==> config.mk <==
export PLATFORM = sky130hd
export DESIGN_NAME = tick_divider
export DESIGN_NICKNAME = d
export VERILOG_FILES = /design/src/rtl/tick_div_pkg.sv /design/src/rtl/tdiv_step.sv /design/src/rtl/tdiv_term.sv /design/src/rtl/tdiv_sel.sv /design/src/rtl/tick_divider.sv
export SDC_FILE = /design/constraint.sdc
export NUM_CORES = 1
export LEC_CHECK = 0
export BUFFER_PORTS_ARGS = -buffer_cell sky130_fd_sc_hd__buf_2
export CELL_PAD_IN_SITES_DETAIL_PLACEMENT = 0
export CELL_PAD_IN_SITES_GLOBAL_PLACEMENT = 1
export CORE_MARGIN = 2
export CORE_UTILIZATION = 42
export CTS_CLUSTER_SIZE = 30
export DETAILED_ROUTE_END_ITERATION = 12
export MAX_ROUTING_LAYER = met4
export PLACE_DENSITY = 0.87
export SKIP_LAST_GASP = 1
export SLEW_MARGIN = 20
export SYNTH_ARGS = -nofsm -noshare
export SYNTH_HDL_FRONTEND = slang
export SYNTH_SLANG_ARGS = --single-unit
==> constraint.sdc <==
create_clock -name clk -period 3.3 [get_ports clk]
set_input_delay 0.495 -clock clk [delete_from_list [all_inputs] [get_ports clk]]
set_output_delay 0.495 -clock clk [all_outputs]
set_load 0.05 [all_outputs]
==> src/rtl/tick_div_pkg.sv <==
package tick_div_pkg;
   typedef enum logic [1:0] {
      TD_FREE   = 2'd0,
      TD_MODULO = 2'd1,
      TD_RELOAD = 2'd2,
      TD_SPARE  = 2'd3
   } td_mode_e;
endpackage

==> src/rtl/tdiv_step.sv <==
// Half-adder incrementer and half-subtractor decrementer built as ripple chains.
module tdiv_step #(
   parameter int CNT_W = 8
) (
   input  logic [CNT_W-1:0] val,
   output logic [CNT_W-1:0] inc,
   output logic [CNT_W-1:0] dec
);
   logic [CNT_W-1:0] carry;
   logic [CNT_W-1:0] borrow;

   assign carry[0]  = 1'b1;
   assign borrow[0] = 1'b1;

   for (genvar i = 0; i < CNT_W; i++) begin : g_bit
      assign inc[i] = val[i] ^ carry[i];
      assign dec[i] = val[i] ^ borrow[i];
   end

   for (genvar i = 0; i < CNT_W - 1; i++) begin : g_chain
      assign carry[i+1]  = val[i] & carry[i];
      assign borrow[i+1] = ~val[i] & borrow[i];
   end
endmodule

==> src/rtl/tdiv_term.sv <==
// Terminal-value detectors shared by every mode.
module tdiv_term #(
   parameter int CNT_W = 8
) (
   input  logic [CNT_W-1:0] val,
   input  logic [CNT_W-1:0] limit,
   output logic             all_ones,
   output logic             all_zero,
   output logic             at_limit,
   output logic             over_limit
);
   assign all_ones   = &val;
   assign all_zero   = ~|val;
   assign at_limit   = (val == limit);
   assign over_limit = (val > limit);
endmodule

==> src/rtl/tdiv_sel.sv <==
// Chooses the terminal flag, the next value and the reset value for each mode.
module tdiv_sel
   import tick_div_pkg::*;
#(
   parameter int CNT_W = 8
) (
   input  td_mode_e         mode,
   input  logic [CNT_W-1:0] limit,
   input  logic [CNT_W-1:0] inc,
   input  logic [CNT_W-1:0] dec,
   input  logic             all_ones,
   input  logic             all_zero,
   input  logic             at_limit,
   input  logic             over_limit,
   output logic             term_hit,
   output logic [CNT_W-1:0] nxt,
   output logic [CNT_W-1:0] rst_val
);
   always_comb begin
      term_hit = all_ones;
      nxt      = inc;
      rst_val  = '0;
      unique case (mode)
         TD_MODULO: begin
            term_hit = at_limit;
            nxt      = (at_limit | over_limit) ? '0 : inc;
         end
         TD_RELOAD: begin
            term_hit = all_zero;
            nxt      = all_zero ? limit : dec;
            rst_val  = limit;
         end
         default: begin
            term_hit = all_ones;
            nxt      = inc;
         end
      endcase
   end
endmodule

==> src/rtl/tick_divider.sv <==
module tick_divider
   import tick_div_pkg::*;
#(
   parameter int CNT_W = 8
) (
   input  logic             clk,
   input  logic             rst,
   input  logic             en,
   input  logic [1:0]       mode,
   input  logic [CNT_W-1:0] limit,
   output logic             tick,
   output logic [CNT_W-1:0] count
);
   localparam logic [CNT_W-1:0] ONE = CNT_W'(1);

   if (CNT_W < 2) begin : g_bad_width
      $error("tick_divider: CNT_W must be at least 2");
   end

   td_mode_e         m;
   logic [CNT_W-1:0] cnt_q;
   logic [CNT_W-1:0] inc, dec, nxt, rst_val;
   logic             all_ones, all_zero, at_limit, over_limit, term_hit;

   assign m = td_mode_e'(mode);

   tdiv_step #(.CNT_W(CNT_W)) u_step (
      .val(cnt_q), .inc(inc), .dec(dec)
   );

   tdiv_term #(.CNT_W(CNT_W)) u_term (
      .val(cnt_q), .limit(limit), .all_ones(all_ones), .all_zero(all_zero),
      .at_limit(at_limit), .over_limit(over_limit)
   );

   tdiv_sel #(.CNT_W(CNT_W)) u_sel (
      .mode(m), .limit(limit), .inc(inc), .dec(dec), .all_ones(all_ones),
      .all_zero(all_zero), .at_limit(at_limit), .over_limit(over_limit),
      .term_hit(term_hit), .nxt(nxt), .rst_val(rst_val)
   );

   always_ff @(posedge clk) begin
      if (rst)     cnt_q <= rst_val;
      else if (en) cnt_q <= nxt;
   end

   assign tick  = en & ~rst & term_hit;
   assign count = cnt_q;

   AST_FREE_WRAP: assert property (@(posedge clk) disable iff (rst)
      (en && (m == TD_FREE || m == TD_SPARE) && count == '1) |=> count == '0);
   AST_UP_STEP: assert property (@(posedge clk) disable iff (rst)
      (en && (m == TD_FREE || m == TD_SPARE) && count != '1) |=> count == $past(count) + ONE);
   AST_MOD_CLEAR: assert property (@(posedge clk) disable iff (rst)
      (en && m == TD_MODULO && count >= limit) |=> count == '0);
   AST_RELOAD_LOAD: assert property (@(posedge clk) disable iff (rst)
      (en && m == TD_RELOAD && count == '0) |=> count == $past(limit));
   AST_HOLD_IDLE: assert property (@(posedge clk) disable iff (rst)
      !en |=> $stable(count));
endmodule

-- Yosys cells after proc, flatten, opt, wreduce, memory -nomap -nowiden
Cells that the tools add are included.
W data, S select, Z words.
- output and inout bits: 9
- bits of input ports: 13
- logic and storage cells: 53
- register bits: 8
- muxes and demuxes: 7
- bitwise gates (word level): 37
- reduce and logical (&&, ||, !) cells: 4
- order comparisons: 1
- equal/unequal tests: 3
- operator list (kind ; count):
    $mux W8 ; 5
    $pmux W8 S2 ; 1
    $and A1 B1 Y1 ; 14
    $xor A1 B1 Y1 ; 14
    $eq A8 B8 Y1 ; 1
    $gt A8 B8 Y1 ; 1
    $not A1 Y1 ; 8
    $reduce_and A8 Y1 ; 1
    $reduce_or A8 Y1 ; 1
    $eq A2 B1 Y1 const B ; 1
    $eq A2 B2 Y1 const B ; 1
    $pmux W1 S2 ; 1
    $reduce_bool A2 Y1 ; 1
    $logic_not A1 Y1 ; 1
    $or A1 B1 Y1 ; 1

-- Logic depth before layout (Yosys ltp)
- depth in word-level cells: 12
- gate-level depth with buffers: 9
- depth with buffers taken out: 9

-- By module
A second synthesis with hierarchy kept.
- cells, all modules: 135
- area, all modules: 1203.7 sq um
- modules (own cells, without submodules) (module ; seq. area each (sq um) ; times used ; area each (sq um) ; cells an instance):
    tick_divider ; 240.2 ; 1 ; 387.9 ; 19
    tdiv_sel ; 0.0 ; 1 ; 359.1 ; 54
    tdiv_term ; 0.0 ; 1 ; 232.7 ; 34
    tdiv_step ; 0.0 ; 1 ; 224.0 ; 28

-- Least setup slack after synthesis
OpenSTA, ideal clock, no wires.
- path type: flip-flop to output port
- from: register cnt_q[0], in the netlist count[0]
- to: output tick
- path slack: 0.561 ns
- data required time: 2.805 ns
- cell stages (with the launch flop): 8
- arrival: 2.244 ns
- cells stage by stage: edfxtp_1 inv_1 ha_1 or4b_4 nor3_1 a31oi_1 o22ai_1 and3_1
- word-level cells in the longest chain between the ends: 4
- elaborated cells on any way between the ends: 6
- RTL lines (item ; line ; source):
    start: declaration ; tick_divider.sv:21 ; logic [CNT_W-1:0] cnt_q;
    start signal: assignment ; tick_divider.sv:43 ; if (rst) cnt_q <= rst_val;
    start signal: assignment ; tick_divider.sv:44 ; else if (en) cnt_q <= nxt;
    $reduce_or A8 Y1 ; tdiv_term.sv:13 ; assign all_zero = ~|val;
    $logic_not A1 Y1 ; tdiv_term.sv:13 ;
    $pmux W1 S2 * ; tdiv_sel.sv:23 ; unique case (mode)
    $and A1 B1 Y1 * ; tick_divider.sv:47 ; assign tick = en & ~rst & term_hit;
    end: declaration ; tick_divider.sv:11 ; output logic tick,
Every way passes the cells marked *; elsewhere a longest branch is shown, timed or not.

-- Worst setup path in the final report
Same ends and word-level chain as after synthesis.

==> out/summary.md <==
- output pin — critical path endpoint category
- 85.1% — final worst path period share
- 13.4 µm — Routed wire per std cell
- flip-flop — CP startpoint kind
- 56.5% — worst slew margin relative to its limit
- 16 — FP Rows
- no — unrepaired setup endpoints after global routing
- 7 — number of cells traversed by the worst register-to-register path
- 0 — final number of max-transition violations
- 8 — flip-flop count of the largest register after layout
- 794 — via count of the first global-routing pass
- 17.5% — Area growth, synth to finish
- 21 — Buffers on Ports
- 210 — fill cell count
- 594 µm² — multi-input combinational cell area
- 248 µW — Internal Pwr Total
- 2.03 mm — wirelength, routed
- 0.000225 V — Worst VDD drop
- 435 µW — total power
- 0 — Remaining Overflow, GRT
- 8 — Sink Count
- 4 — number of detailed-route iterations in the first pass
- 50.9 µm — vertical die dimension
- met4 — topmost layer with routed signal wires
- 35.2% — sequential fraction of design power
- 2 — buffer depth of the longest clock path
- 0.00109 mm² — post-layout instance area
- sky130_fd_sc_hd__edfxtp_1 — top_reg_cell synth
- 0 ns — post-route setup TNS
- 161 — nets
- 401 mW/mm² — ratio of total power to cell area
- finished clean — status
- 53.7% — Finished Core Util
- 45.7% — Initial Util
- 26 — Cell variety after synth
- 9 — largest net degree at the start of global routing
- 0.000560 µW — static leakage
- count[0]$_DFFE_PP_ — Crit. Startpoint
- 9.25 µm² — post-synthesis area per instance
- 0.00309 ns — skew final
- 0 — CTS-repair resized insts
- 135 — synthesized netlist net count
- 4 — worst-path fanout max
- 0 — final hold vios
- 18.7% — total track usage
- 948 µm — Detail Route met2 WL
- 0 — Syn. warnings
- 0 — count of unresolved DRC violations after routing
- 0 — total of hold buffers inserted after clock tree synthesis
- 0.00202 mm² — Placeable Area
- 188 µW — Psw
- 46.2% — Gate power share
- 0.00259 mm² — overall die area
- 100 — number of cells produced by synthesis
- 15 — DRC marker count from the first detailed-route iteration
- 91 µm — detailed-routed wire length on met3
- 2.31 ns — arrival time at the worst endpoint
- 2.81 ns — final critical delay including setup and external delays
- 0.819 — Final Wtd Congestion
- 3 — CTS buffer count
- 0 — final-report setup violation count
- 240 µm² — sequential cell area
- reg2out — Worst Path Class, Setup
- 25.0% — share of cells above drive strength 1
- 0.06 ns — clock transition at the register clock pins on the worst setup and hold paths after CTS
- sky130_fd_sc_hd__clkbuf_4 — root buf cell
- sky130_fd_sc_hd__inv_1 — most frequent standard cell in the layout excluding fill and tap cells
- tick — critical path capture point
- 50.9 µm — Die X-Extent
- 0 — number of inserted diodes
- 0 — number of antenna violations at the first check in global routing
- count[0]$_DFFE_PP_ — startpoint of the most critical register-to-register path
- 3.53 mm — global-route wire length before repair
- 0% — post-synthesis async set-or-reset flop share
- 978 µm — wire length the detailed router placed on met1
- 8 — register bit total from synthesis
- 0 — post-detailed-route count of antenna-violating nets
- 823 — via count
- 0 — reported max-cap violation count
- 2.80 ns — required time of the critical path
- count[1]$_DFFE_PP_ — worst reg2reg path endpoint
- 356 MHz — top achievable clock speed
- sky130_fd_sc_hd__inv_1 (24), sky130_fd_sc_hd__ha_1 (22), sky130_fd_sc_hd__buf_2 (21), sky130_fd_sc_hd__edfxtp_1 (8) — commonest cells after routing, fill and taps aside
- 43.1% — switch share
- 0.94 ns — R2R Setup Slk
- in2reg — Tightest Hold Check Type
- 925 µm² — cell area after synthesis
- 22 — I/O pin count
- 1 — CTS H-tree lvls
- done — TritonCTS clock tree
- 1.63 mm — DPL Wire Length
- 0.527 ns — Final Hold Slack
- 8 — number of enable flip-flop cells after synthesis
- 18.6% — Clock power frac
- 0 — number of setup buffers added after CTS
- 5.45 — average via count per standard cell
- 0.650 ns — transition time at the pin with the least slew margin
- 0.00106 mm² — Placed Instance Area
- 0.26 ns — clock latency of the later-clocked register in the worst-skew pair
- 26.0% — share of synthesized area occupied by flip-flops and latches
power groups by stage:
stage / sequential [µW] / clock (µW) / combinational [µW]
finish: 153 / 81.0 / 201
detailed placement: 155 / 0 / 201
global route: 156 / 90.3 / 226
CTS: 153 / 84.9 / 202
global placement: 154 / 0 / 197
floorplan: 201 / 0 / 99.5
cells by family (layout without fill, tap and decap cells):
family | count (synthesis) | after routing | synth area share [%]
buffers and inverters | 24 | 48 | 9.74
AND/OR/NAND/NOR | 23 | 23 | 15.3
adder cells (fa/ha/maj) | 22 | 22 | 29.8
AO/OA/AOI/OAI | 21 | 21 | 17.3
flip-flops | 8 | 8 | 26.0
XOR/XNOR | 2 | 2 | 1.89
critical path, stage by stage (launching register included):
cell,delay (ns)
sky130_fd_sc_hd__edfxtp_1,0.43
sky130_fd_sc_hd__inv_1,0.13
sky130_fd_sc_hd__ha_1,0.17
sky130_fd_sc_hd__or4b_4,0.48
sky130_fd_sc_hd__nor3_1,0.20
sky130_fd_sc_hd__a31oi_1,0.06
sky130_fd_sc_hd__o22ai_1,0.15
sky130_fd_sc_hd__and3_1,0.17
sky130_fd_sc_hd__buf_2,0.25
cell usage after synthesis, drive strengths merged (2+ instances only):
library cell  number  area share (%)
inv               24             9.7
ha                22              30
edfxtp             8              26
nand2              6             2.4
o221ai             6             5.7
a21oi              4             3.4
o21ai              4             2.2
a31oi              2             1.4
and4               2             1.9
nand2b             2             1.4
nand4              2             1.4
nor2               2            0.81
nor3               2             1.1
or2                2             1.4
or3                2             2.0
xnor2              2             1.9
routing by layer:
| metal | up-vias | track usage [%] |
|---|---|---|
| li1 | 411 | - |
| met3 | 2 | 3.51 |
| met5 | - | - |
| met1 | 389 | 24.1 |
| met4 | 0 | 6.76 |
| met2 | 21 | 29.4 |
through the flow:
step | setup slack, ns | cells
after global routing | 0.274 | 151
after global placement | 0.874 | 148
after CTS | 0.476 | 151
after floorplan | 0.561 | 100
after detailed placement | 0.773 | 148
final | 0.491 | 151
worst min-delay path by stage:
| stage | from | end | cells after the start | slack (ns) |
|---|---|---|---|---|
| floorplan | limit[2] | count[2]$_DFFE_PP_ | 2 | 0.69 |
| global placement | count[0]$_DFFE_PP_ | count[0]$_DFFE_PP_ | 2 | 0.76 |
| detailed placement | limit[6] | count[6]$_DFFE_PP_ | 3 | 0.80 |
| CTS | limit[2] | count[2]$_DFFE_PP_ | 3 | 0.52 |
| global route | limit[4] | count[4]$_DFFE_PP_ | 3 | 0.54 |
| finish | limit[2] | count[2]$_DFFE_PP_ | 3 | 0.53 |
cell type report:
| cell class | instances | area share [%] |
|---|---|---|
| multi-input combinational | 68 | 54.7 |
| timing repair buffer | 21 | 9.68 |
| tap | 27 | 3.11 |
| sequential | 8 | 22.1 |
| inverter | 24 | 8.29 |
| clock buffer | 3 | 2.07 |
Note: power is estimated with default switching activity, not from simulation.
